**config.mk**
```make
export PLATFORM = sky130hd
export DESIGN_NAME = nibble_dram_seq
export DESIGN_NICKNAME = d
export VERILOG_FILES = /design/src/rtl/nds_pkg.sv /design/src/rtl/nds_phase_ring.sv /design/src/rtl/nds_fetch_pace.sv /design/src/rtl/nds_disp_ptr.sv /design/src/rtl/nds_slot_engine.sv /design/src/rtl/nibble_dram_seq.sv
export SDC_FILE = /design/constraint.sdc
export NUM_CORES = 1
export LEC_CHECK = 0
export CAP_MARGIN = 20
export CORE_ASPECT_RATIO = 1.25
export CORE_UTILIZATION = 50
export DETAILED_ROUTE_END_ITERATION = 7
export PLACE_DENSITY_LB_ADDON = 0.2
export SYNTH_ARGS = -nofsm -noshare
export SYNTH_HDL_FRONTEND = slang
export SYNTH_HIERARCHICAL = 1
export SYNTH_SLANG_ARGS = --single-unit
```
**constraint.sdc**
```tcl
create_clock -name clk -period 6.75 [get_ports clk]
set_input_delay 0.675 -clock clk [delete_from_list [all_inputs] [get_ports clk]]
set_output_delay 0.675 -clock clk [all_outputs]
set_load 0.005 [all_outputs]
```
**src/rtl/nds_pkg.sv**
```systemverilog
package nds_pkg;
  localparam int ADDR_W   = 16;
  localparam int NIB_W    = 4;
  localparam int BYTE_W   = 2 * NIB_W;
  localparam int COL_BITS = 7;
  localparam int RA_W     = ADDR_W - COL_BITS;
  localparam int PHASES   = 8;
  localparam int PAGE_LSB = 8;

  typedef logic [ADDR_W-1:0] addr_t;
  typedef logic [RA_W-1:0]   ra_t;
  typedef logic [NIB_W-1:0]  nib_t;
  typedef logic [BYTE_W-1:0] byte_t;

  localparam addr_t SCR_LIMIT = addr_t'(1) << (ADDR_W - 1);

  function automatic ra_t row_of(input addr_t a);
    return a[ADDR_W-1:COL_BITS];
  endfunction

  function automatic ra_t col_of(input addr_t a, input logic nib_sel);
    return ra_t'({a[COL_BITS-1:0], nib_sel});
  endfunction

  function automatic addr_t scr_start(input addr_t size);
    addr_t d;
    d = SCR_LIMIT - size;
    return {d[ADDR_W-1:PAGE_LSB], {PAGE_LSB{1'b0}}};
  endfunction

  function automatic addr_t fold(input addr_t a, input addr_t eff);
    return (a >= SCR_LIMIT) ? (a - eff) : a;
  endfunction
endpackage

```
**src/rtl/nds_phase_ring.sv**
```systemverilog
module nds_phase_ring #(
  parameter int N = 8
) (
  input  logic         clk,
  input  logic         rst_n,
  output logic [N-1:0] phase
);
  logic [N-1:0] nxt;

  generate
    for (genvar i = 0; i < N; i++) begin : g_bit
      if (i == 0) begin : g_head
        assign nxt[i] = phase[N-1];
      end else begin : g_body
        assign nxt[i] = phase[i-1];
      end
    end
  endgenerate

  always_ff @(posedge clk) begin
    if (!rst_n) phase <= N'(1);
    else        phase <= nxt;
  end
endmodule

```
**src/rtl/nds_fetch_pace.sv**
```systemverilog
module nds_fetch_pace #(
  parameter int IVL_W = 7
) (
  input  logic             clk,
  input  logic             rst_n,
  input  logic             slot_end,
  input  logic [IVL_W-1:0] ivl,
  output logic             pace_zero
);
  logic [IVL_W-1:0] cnt;
  logic [IVL_W:0]   nxt;

  assign nxt       = {1'b0, cnt} + 1'b1;
  assign pace_zero = (cnt == '0);

  always_ff @(posedge clk) begin
    if (!rst_n) begin
      cnt <= '0;
    end else if (slot_end) begin
      if (nxt >= {1'b0, ivl}) cnt <= '0;
      else                    cnt <= nxt[IVL_W-1:0];
    end
  end
endmodule

```
**src/rtl/nds_disp_ptr.sv**
```systemverilog
module nds_disp_ptr
  import nds_pkg::*;
#(
  parameter int LINES = 8,
  parameter int STEP  = 8
) (
  input  logic  clk,
  input  logic  rst_n,
  input  addr_t scr_size,
  input  logic  frame_start,
  input  logic  line_adv,
  input  logic  byte_done,
  output addr_t ptr
);
  localparam int LW = $clog2(LINES);

  logic [LW-1:0] line_idx;
  addr_t         line_start;
  addr_t         start_w, eff_w, line_pos, base_w, stepped_w;
  logic          cell_end;

  assign start_w   = scr_start(scr_size);
  assign eff_w     = SCR_LIMIT - start_w;
  assign cell_end  = (line_idx == LW'(LINES - 1));
  assign line_pos  = cell_end ? fold(ptr - addr_t'(LINES - 1), eff_w)
                              : fold(line_start + addr_t'(1), eff_w);
  assign base_w    = line_adv ? line_pos : ptr;
  assign stepped_w = byte_done ? fold(base_w + addr_t'(STEP), eff_w) : base_w;

  always_ff @(posedge clk) begin
    if (!rst_n) begin
      ptr        <= '0;
      line_start <= '0;
      line_idx   <= '0;
    end else if (frame_start) begin
      ptr        <= start_w;
      line_start <= start_w;
      line_idx   <= '0;
    end else begin
      ptr <= stepped_w;
      if (line_adv) begin
        line_start <= line_pos;
        line_idx   <= line_idx + 1'b1;
      end
    end
  end
endmodule

```
**src/rtl/nds_slot_engine.sv**
```systemverilog
module nds_slot_engine
  import nds_pkg::*;
(
  input  logic              clk,
  input  logic              rst_n,
  input  logic [PHASES-1:0] phase,
  input  logic              grant_now,
  input  addr_t             ptr,
  input  addr_t             cpu_addr,
  input  logic              cpu_rd,
  input  nib_t              dq,
  output ra_t               dram_addr,
  output logic              row_latch,
  output logic              col_latch,
  output logic              bank_release,
  output byte_t             disp_byte,
  output logic              disp_valid,
  output byte_t             cpu_data,
  output logic              cpu_valid,
  output logic              byte_done
);
  logic  owner_q, srd_q;
  addr_t saddr_q, pick_w;
  nib_t  hi_q;

  assign pick_w       = grant_now ? ptr : cpu_addr;
  assign row_latch    = phase[1];
  assign col_latch    = phase[2] | phase[5];
  assign bank_release = phase[7];
  assign byte_done    = phase[6] & owner_q;

  always_ff @(posedge clk) begin
    if (!rst_n) begin
      owner_q    <= 1'b0;
      srd_q      <= 1'b0;
      saddr_q    <= '0;
      dram_addr  <= '0;
      hi_q       <= '0;
      disp_byte  <= '0;
      disp_valid <= 1'b0;
      cpu_data   <= '0;
      cpu_valid  <= 1'b0;
    end else begin
      disp_valid <= 1'b0;
      cpu_valid  <= 1'b0;
      if (phase[0]) begin
        owner_q   <= grant_now;
        srd_q     <= cpu_rd;
        saddr_q   <= pick_w;
        dram_addr <= row_of(pick_w);
      end
      if (phase[1]) dram_addr <= col_of(saddr_q, 1'b0);
      if (phase[3]) hi_q <= dq;
      if (phase[4]) dram_addr <= col_of(saddr_q, 1'b1);
      if (phase[6]) begin
        if (owner_q) begin
          disp_byte  <= {hi_q, dq};
          disp_valid <= 1'b1;
        end else if (srd_q) begin
          cpu_data  <= {hi_q, dq};
          cpu_valid <= 1'b1;
        end
      end
    end
  end
endmodule

```
**src/rtl/nibble_dram_seq.sv**
```systemverilog
module nibble_dram_seq
  import nds_pkg::*;
#(
  parameter int IVL_W = 7,
  parameter int LINES = 8,
  parameter int STEP  = 8
) (
  input  logic              clk,
  input  logic              rst_n,
  input  logic [ADDR_W-1:0] cpu_addr,
  input  logic              cpu_rd,
  input  logic              nmi,
  input  logic              in_window,
  input  logic              blank_line,
  input  logic [IVL_W-1:0]  fetch_ivl,
  input  logic [ADDR_W-1:0] scr_size,
  input  logic              frame_start,
  input  logic              line_adv,
  input  logic [NIB_W-1:0]  dram_dq,
  output logic [RA_W-1:0]   dram_addr,
  output logic              row_latch,
  output logic              col_latch,
  output logic              bank_release,
  output logic [PHASES-1:0] phase_o,
  output logic [ADDR_W-1:0] disp_ptr,
  output logic [BYTE_W-1:0] disp_byte,
  output logic              disp_valid,
  output logic [BYTE_W-1:0] cpu_data,
  output logic              cpu_valid
);
  logic pace_zero, grant_now, byte_done, slot_end;

  assign slot_end  = phase_o[PHASES-1];
  assign grant_now = !nmi && pace_zero && in_window && !blank_line;

  nds_phase_ring #(.N(PHASES)) ring_i (
    .clk(clk), .rst_n(rst_n), .phase(phase_o)
  );

  nds_fetch_pace #(.IVL_W(IVL_W)) pace_i (
    .clk(clk), .rst_n(rst_n), .slot_end(slot_end),
    .ivl(fetch_ivl), .pace_zero(pace_zero)
  );

  nds_disp_ptr #(.LINES(LINES), .STEP(STEP)) ptr_i (
    .clk(clk), .rst_n(rst_n), .scr_size(scr_size),
    .frame_start(frame_start), .line_adv(line_adv),
    .byte_done(byte_done), .ptr(disp_ptr)
  );

  nds_slot_engine eng_i (
    .clk(clk), .rst_n(rst_n), .phase(phase_o), .grant_now(grant_now),
    .ptr(disp_ptr), .cpu_addr(cpu_addr), .cpu_rd(cpu_rd), .dq(dram_dq),
    .dram_addr(dram_addr), .row_latch(row_latch), .col_latch(col_latch),
    .bank_release(bank_release), .disp_byte(disp_byte),
    .disp_valid(disp_valid), .cpu_data(cpu_data), .cpu_valid(cpu_valid),
    .byte_done(byte_done)
  );
endmodule

```
# [Word level (Yosys, flattened, before mapping)]
# Cells that the tools add are included.
[op_classes] n_addsub=10 bitwise=5 n_eq_ne=1 n_mux=16 n_reduce_logical=14 n_lt_le_gt_ge=4
[op_table] op="2-to-1 mux 16 bit" n=10
[op_table] op=">= comparator 16 bit (second input constant)" n=3
[op_table] op="subtractor 16 bit" n=3
[op_table] op="subtractor 16 bit (first input constant)" n=2
[op_table] op="2-to-1 mux 8 bit" n=3
[op_table] op="adder 16 x 1 -> 16 bit (second input constant)" n=1
[op_table] op="adder 16 x 4 -> 16 bit (second input constant)" n=1
[op_table] op="subtractor 16 x 3 -> 16 bit (second input constant)" n=1
[op_table] op="adder 7 x 1 -> 8 bit (second input constant)" n=1
[op_table] op=">= comparator 8 x 7 -> 1 bit" n=1
[op_table] op="logical NOT 7 bit" n=1
[op_table] op="2-to-1 mux 7 bit" n=1
[op_table] op="OR reduction 3 bit" n=2
[op_table] op="AND reduction 2 bit" n=2
[op_table] op="adder 3 x 1 -> 3 bit (second input constant)" n=1
[op_table] op="equality test 3 bit (second input constant)" n=1
[op_table] op="logical AND 1 bit" n=3
[op_table] op="inverter 1 bit" n=3
[op_table] op="AND reduction 3 bit" n=1
[op_table] op="nonzero test 3 bit" n=1
[op_table] op="logical NOT 1 bit" n=2
[op_table] op="2-to-1 mux 1 bit" n=2
[op_table] op="nonzero test 2 bit" n=1
[op_table] op="OR reduction 2 bit" n=1
[op_table] op="other kinds (2)" n=2
[totals] reg_bits=90 inputBits=51 output_inout_bits=54 elab_cells=67

# [Logic depth before layout (Yosys ltp)]
# Gate-level depths: netlist of the first run.
[logic_depth] ltp_word=11 ltp_mapped=27 depth_no_buf=24

# [Modules after synthesis]
# Netlist of the first run, hierarchy kept.
[modules_own_cells] mod="nds_disp_ptr" area_per_inst_um2=4416.7 instances=1 cells_each=601 seq_area_each_um2=700.7
[modules_own_cells] mod="nds_slot_engine" area_per_inst_um2=1686.6 instances=1 cells_each=179 seq_area_each_um2=800.8
[modules_own_cells] mod="nds_fetch_pace" area_per_inst_um2=625.6 instances=1 cells_each=75 seq_area_each_um2=140.1
[modules_own_cells] mod="nds_phase_ring" area_per_inst_um2=210.2 instances=1 cells_each=16 seq_area_each_um2=160.2
[modules_own_cells] mod="nibble_dram_seq" area_per_inst_um2=12.5 instances=1 cells_each=1 seq_area_each_um2=0.0

# [Worst setup path before layout of the first run]
# Ideal clock, no wire load.
[synth_timing] path_kind="input-to-reg" startpoint="input port scr_size[0]" endpoint="register ptr_i.ptr[12]" setup_ns=0.122 setup_slack_ns=0.428 path_stages=23 arrival_ns=6.200 required_ns=6.628 path_cell_list="or4_1 buf_2 or3_1 xnor2_1 ha_1 xnor2_1 or4_1 clkbuf_1 nand2_1 ha_1 a21oi_1 a21oi_1 mux2_2 o31ai_1 xnor2_1 a21oi_1 and3_1 clkbuf_1 or4b_4 o21a_4 o311a_1 o211a_1 a311o_1"
[synth_between] elab_chain_len=11 word_cells_on_any_way=14
[synth_lines] element="from (decl)" line_no="nibble_dram_seq.sv:16" text="input logic [ADDR_W-1:0] scr_size,"
[synth_lines] element="subtractor 16 bit *" line_no="nds_pkg.sv:27" text="d = SCR_LIMIT - size;"
[synth_lines] element="subtractor 16 bit" line_no="nds_disp_ptr.sv:23" text="assign eff_w = SCR_LIMIT - start_w;"
[synth_lines] element="subtractor 16 bit" line_no="nds_pkg.sv:32" text="return (a >= SCR_LIMIT) ? (a - eff) : a;"
[synth_lines] element="2-to-1 mux 16 bit" line_no="nds_pkg.sv:32"
[synth_lines] element="2-to-1 mux 16 bit" line_no="nds_disp_ptr.sv:25" text="assign line_pos = cell_end ? fold(ptr - addr_t'(LINES - 1), eff_w)"
[synth_lines] element="2-to-1 mux 16 bit" line_no="nds_disp_ptr.sv:27" text="assign base_w = line_adv ? line_pos : ptr;"
[synth_lines] element="adder 16 x 4 -> 16 bit" line_no="nds_disp_ptr.sv:28" text="assign stepped_w = byte_done ? fold(base_w + addr_t'(STEP), eff_w) : base_w;"
[synth_lines] element="subtractor 16 bit or >= comparator 16 bit (tied branches)" line_no="nds_pkg.sv:32"
[synth_lines] element="2-to-1 mux 16 bit" line_no="nds_pkg.sv:32"
[synth_lines] element="2-to-1 mux 16 bit" line_no="nds_disp_ptr.sv:28"
[synth_lines] element="2-to-1 mux 16 bit *" line_no="nds_disp_ptr.sv:35" text="end else if (frame_start) begin"
[synth_lines] element="to (signal assigned)" line_no="nds_disp_ptr.sv:36" text="ptr <= start_w;"
[synth_lines] element="to (signal assigned)" line_no="nds_disp_ptr.sv:40" text="ptr <= stepped_w;"
[synth_lines] element="to (decl)" line_no="nds_disp_ptr.sv:13" text="output addr_t ptr"
# Mark *: on every way between the ends. The rest lies on a longest branch, timed or not.
# A chain may end at the register's enable or synchronous reset.

# [Worst setup path in the final report of the first run]
# Same ends and word-level chain as after synthesis.

==> flow_summary.yaml, run 1 <==
run_status:
  status: "finished clean"
grt:
  grt_pass1_vias: 6578
  grt_max_degree: 38
  grt_usage: 0.2987
  grt_pass1_wl_mm: 33.44
  grt-ovfl-total: 0
  antenna_found_initial: 0
route:
  vias_per_cell: 6.150
  met3_length_mm: 1.330
  wirelength_met1_mm: 8.510
  vias: 7029
  highest_layer: "met4"
  ant_nets: 0
  drt_iter0_drc: 587
  wire_per_inst_um: 18.56
  drc: 0
  firstDrtPassIters: 5
  routed_wl_mm: 21.22
  met2WireLength_mm: 10.05
die:
  die_y_um: 133.8
  die-area_um2: 14380
  die_w_um: 107.5
  io_pins: 105
  initial_utilization: 0.5185
  core_area_um2: 13410
  rows: 47
clock_tree:
  cts_sinks: 90
  cts_tree: "done"
  path_clk_slew_ns: 0.07
  cts_buffer_depth: 2
  ctsResizeCount: 0
  numCtsBuffers: 9
  post-cts-setup-buffers: 0
  h-tree-depth: 3
  clock_latency_ns: 0.35
  ctsHoldBuffers: 0
  cts-root-buf: "clkbuf_16"
cells_and_area:
  final_common_cell: "clkdlybuf4s50_1"
  fin_nets: 1052
  multi_input_area_um2: 4770
  fill_cells: 1212
  final_layout_size_suffix_gt1_frac: 0.07305
  antennaDiodeCount: 0
  regArea_um2: 1802
  final_cells: 1143
  layout_common_cells: "104 x clkdlybuf4s50_1, 90 x dfxtp_1, 87 x nand2_1"
  area_growth_pct: 22.23
setup_path:
  crit_path_start_kind: "input pin"
  crit_type: "in -> reg"
  r2r_cells: 18
  r2r-end: "ptr_i/ptr[12]"
  arrival_ns: 6.56
  ff2ff_setup_slack_ns: 1.12
  rr_startpoint: "ptr_i/ptr[0]"
  crit_required_ns: 6.98
  critPathCaptureType: "flip-flop"
  crit_fanout: 8
synthesis:
  avgSynthCellArea_um2: 7.972
  synth_edf_count: 0
  synth_ff_type: "dfxtp_1"
  synth_warnings: 6
  syn_nets: 957
  syn_inst: 872
  synth_area_um2: 6952
  synthArstFlopShare: 0
  synth_cell_types: 85
  yosysSeqAreaShare: 0.2592
  ys_ff_latch: 90
sta:
  setup_violations: 0
  timing.fmax_mhz: 158.1
  setup_tns_ns: 0
  fin_ws_ns: 0.4253
  slew_headroom: 0.3422
  rsz0062_at_grt: "false"
  fin_crit_ns: 6.325
  slew_violations: 0
  hold_violations: 0
  fin_skew_ns: 0.009424
  tightest_slew_ns: 0.9730
  worst_hold_slack_ns: 0.4567
  finalCritPeriodShare: 0.9370
worst_hold_path:
  hold-path-cell-count: 2
  min_to: "eng_i/dram_addr[6]"
  min_from: "eng_i/saddr_q[5]"
  hp-class: "reg -> reg"
pwr:
  ir_drop_uv: 130.0
  power.density_nw_per_um2: 180.3
  power.leakage_nw: 3.399
  p_total_mw: 1.532
placement:
  numPortBuffers: 104
  dpl.cell_count: 1127
  finalWeightedCongestion: 0.9985
  dp_hpwl_mm: 16.17
  dpl_worst_slack_ns: 0.08880
flow_run:
  cap_violations: 0
## kinds of logic after synthesis
logic type / synth area share
AO/OA/AOI/OAI: 0.2248
XOR/XNOR: 0.08963
adder cells (fa/ha/maj): 0.06731
buffers and inverters: 0.05472
flip-flops: 0.2592
multiplexers: 0.05777
AND/OR/NAND/NOR: 0.2466
## registers in the layout, indices dropped and copies added (netlist names)
name,count
eng_i/dram_addr,9
eng_i/hi_q,4
eng_i/owner_q,1
ptr_i/ptr,16
eng_i/disp_valid,1
eng_i/saddr_q,7
eng_i/disp_byte,8
ptr_i/line_start,16
eng_i/srd_q,1
ring_i/phase,8
pace_i/cnt,7
eng_i/cpu_valid,1
ptr_i/line_idx,3
eng_i/cpu_data,8
## worst max path at each step
stage                      startpoint             to  slack, ns  depth (start not counted)
after floorplan           scr_size[0]  ptr_i/ptr[12]       0.43                         23
after global placement    scr_size[0]  ptr_i/ptr[12]       0.19                         21
after detailed placement  scr_size[0]  ptr_i/ptr[12]       0.09                         21
after CTS                 scr_size[0]  ptr_i/ptr[12]       0.44                         21
after global routing      scr_size[0]  ptr_i/ptr[15]       0.08                         25
final                     scr_size[0]  ptr_i/ptr[12]       0.43                         21
## metrics by stage
step / area [um^2] / utilization
after floorplan: 6952 / -
after global placement: 8182 / 0.6102
after detailed placement: 8182 / 0.6102
after CTS: 8497 / 0.6337
after global routing: 8497 / 0.6337
final: 8497 / 0.6337
## power by group
part	total (mW)	internal, mW	switching (mW)
sequential	0.577	0.550	0.0266
combinational	0.430	0.192	0.238
clock	0.525	0.294	0.231
## final cells by class
class,instances,area share
Tap cell,171,0.02518
Multi-Input combinational cell,699,0.5613
Clock inverter,7,0.01060
Inverter,32,0.01443
Timing Repair Buffer,135,0.1499
Clock buffer,9,0.02651
Sequential cell,90,0.2120
## critical path: stages
cell,delay [ns]
clkdlybuf4s50_1,0.41
or4_1,0.55
or3_1,0.42
xnor2_1,0.17
ha_1,0.24
xnor2_1,0.14
or4_1,0.43
nand2_1,0.15
ha_1,0.29
a21oi_1,0.28
a21oi_1,0.12
mux2_2,0.27
o31ai_1,0.23
xnor2_1,0.11
a21oi_1,0.16
and3_1,0.30
or4b_4,0.53
o21a_4,0.25
o311a_1,0.36
o211a_1,0.22
a311o_1,0.26
## synth_stat cells, drive strengths merged, types with 4 or more instances
library cell	n	area (um^2)
dfxtp	90	1802
nand2	88	337.8
nor2	77	289.0
a21oi	55	282.8
mux2i	39	390.4
xnor2	39	341.6
clkbuf	32	120.1
ha	31	387.9
inv	31	118.9
o21ai	31	158.9
xor2	27	236.5
and2	20	125.1
nand3	20	100.1
buf	19	137.6
nor3	19	100.1
and3	18	112.6
a31oi	15	93.84
a211oi	14	105.1
nand4	14	87.58
a211o	13	120.1
o31ai	13	97.59
a21o	11	82.58
nor4	11	68.82
or4	9	67.56
and4	8	70.07
nand2b	8	50.05
o211ai	8	60.06
or3	8	50.05
nor2b	7	43.79
o21a	7	60.05
nor4b	6	52.55
a22oi	5	37.54
o2111ai	5	43.79
o32ai	5	43.79
or2	5	31.28
o221ai	4	35.03
o31a	4	35.03
## layer usage
| layer | GRT usage | up-vias |
|---|---|---|
| met3 | 0.04373 | 77 |
| met2 | 0.5165 | 301 |
| met4 | 0.1925 | 0 |
| li1 | - | 3395 |
| met1 | 0.3411 | 3256 |
| met5 | 0 | - |
No activity file was read; power rests on OpenSTA's default activity.
==> run 2: changes to the inputs <==
- CORE_ASPECT_RATIO: 1.25 -> unset
- clock period: 6.75 -> 5.48 ns (I/O delays scaled with it)
==> flow_summary.yaml, run 2 (synthesis results as in run 1) <==
run_status:
  status: "finished clean"
placement:
  dp_hpwl_mm: 15.83
  dpl_worst_slack_ns: -0.8026
  numPortBuffers: 104
  finalWeightedCongestion: 0.9497
  post_dp_cell_area_um2: 8736
  dpl.cell_count: 1195
clock_tree:
  cts_sinks: 90
  cts_buffer_depth: 2
  clock_latency_ns: 0.35
  h-tree-depth: 3
  numCtsBuffers: 9
  path_clk_slew_ns: 0.08
  cts-root-buf: "clkbuf_16"
  ctsHoldBuffers: 0
  cts_tree: "done"
pwr:
  power.leakage_nw: 3.841
  p_total_mw: 1.996
  ir_drop_uv: 146.0
  power.density_nw_per_um2: 215.2
cells_and_area:
  design_area_um2: 9278
  antennaDiodeCount: 0
  layout_common_cells: "102 x buf_4, 96 x clkdlybuf4s50_1, 90 x dfxtp_1"
  final_common_cell: "buf_4"
  top_regs: "ptr_i/line_start: 16 flops, ptr_i/ptr: 16 flops, eng_i/dram_addr: 9 flops"
  fin_util: 0.6923
  fin_nets: 1124
  area_growth_pct: 33.46
  fill_cells: 1103
  final_layout_size_suffix_gt1_frac: 0.1791
  final_cells: 1220
route:
  drc: 0
  met3_length_mm: 1.557
  highest_layer: "met4"
  wirelength_met1_mm: 9.509
  routed_wl_mm: 21.37
  ant_nets: 0
  met2WireLength_mm: 9.850
  firstDrtPassIters: 5
  vias_per_cell: 5.969
  vias: 7282
  drt_iter0_drc: 650
  wire_per_inst_um: 17.52
setup_path:
  crit_type: "in -> reg"
  worstPathCellList: "buf_6 -> or4_4 -> or3_4 -> xnor2_2 -> ha_2 -> xnor2_2 -> or4_4 -> nand2_4 -> ha_4 -> a21oi_4 -> a21oi_2 -> mux2_4 -> o31ai_4 -> xnor2_2 -> a21oi_2 -> and3_4 -> buf_6 -> or4b_4 -> o21a_4 -> o311a_1 -> o211a_1 -> a311o_1"
  crit_fanout: 4
  arrival_ns: 5.73
  crit_required_ns: 5.73
  critPathCaptureType: "flip-flop"
  cpPeakStageDelay_ns: 0.52
  timing.critical_path.mode_cell: "xnor2_2"
  critical-path-slowest-cell: "or4_4"
  crit_path_start_kind: "input pin"
sta:
  tightest_slew_ns: 0.9163
  setup_violations: 0
  slew_headroom: 0.3853
  fin_ws_ns: 0.003486
  rsz0062_at_grt: "true"
  finalCritPeriodShare: 0.9994
  timing.fmax_mhz: 182.6
  fin_crit_ns: 5.477
  hold_violations: 0
  slew_violations: 0
  fin_skew_ns: 0.01169
grt:
  grt_pass1_vias: 6737
  grt_usage: 0.2949
  antenna_found_initial: 0
  grt_pass1_wl_mm: 33.56
  grt_max_degree: 40
  grt-ovfl-total: 0
die:
  initial_utilization: 0.5188
  die_y_um: 119.9
  io_pins: 105
  rows: 42
  core_area_um2: 13400
  die_w_um: 119.9
  die-area_um2: 14380
flow_run:
  cap_violations: 0
worst_hold_path:
  hp-class: "reg -> reg"
run 2: cell count changes in the layout (fill, tap and decap cells not counted), sizes merged:
cell           change
clkinvlp           -2
clkinv             -1
buf               +78
inv                +4
clkdlybuf4s50      -8
clkdlybuf4s15      +2
bufinv             -1
run 2: final timing paths:
kind	from	endpoint	slack [ns]	cells past startpoint
worst min register to register	eng_i/disp_byte[3]	eng_i/disp_byte[3]	0.46	2
worst max register to register	ptr_i/ptr[1]	ptr_i/ptr[12]	0.34	18
worst max-delay path	scr_size[6]	ptr_i/ptr[12]	0.003	22
worst min-delay path	eng_i/disp_byte[3]	eng_i/disp_byte[3]	0.46	2
run 2: layout make-up:
class                           count  area (um^2)  share of cell area
Sequential cell                    90         1802              0.1942
Tap cell                          176        220.2             0.02374
Clock inverter                      7        76.32            0.008227
Timing Repair Buffer              207         1800              0.1941
Inverter                           32        122.6             0.01322
Clock buffer                        9        225.2             0.02428
Multi-Input combinational cell    699         5031              0.5423
run 2: critical path: cells and delay by family:
| kind | cells | cell delay [ns] |
|---|---|---|
| compound gates | 8 | 1.68 |
| xor+xnor | 3 | 0.41 |
| fa+ha+maj | 2 | 0.42 |
| buf+inv | 2 | 0.19 |
| mux | 1 | 0.28 |
| simple gates | 6 | 2.20 |
run 2: stage by stage:
step | TNS [ns] | hold slack [ns]
2_1_floorplan | -0.5360 | 0.4318
3_3_place_gp | -3.994 | 0.4409
3_5_place_dp | -4.748 | 0.4430
4_1_cts | -0.08324 | 0.4555
5_1_grt | -0.3567 | 0.4715
6_report | 0 | 0.4564
run 2: power breakdown:
part | total, mW | internal, mW | leakage, nW | switching, mW
sequential | 0.711 | 0.677 | 0.735 | 0.0336
clock | 0.640 | 0.327 | 0.149 | 0.312
combinational | 0.646 | 0.320 | 2.96 | 0.326
run 2: metal layers:
metal / global-route usage / vias to the layer above
li1: - / 3539
met1: 0.3934 / 3393
met2: 0.4795 / 312
met3: 0.05276 / 38
met4: 0.09453 / 0
met5: 0 / -
run 2: timing repair:
item | 4_1_cts | 5_1_grt
pin swaps | 23 | 27
buffers inserted | 5 | 4
endpoints found under the setup margin | 8 | 8
resized for setup | 45 | 24
==> run 3: changes to the inputs <==
- ABC_CLOCK_PERIOD_IN_PS: unset -> 5480
==> results of run 3 <==
No change in the layout: final DEF, timing and power equal those of run 2.
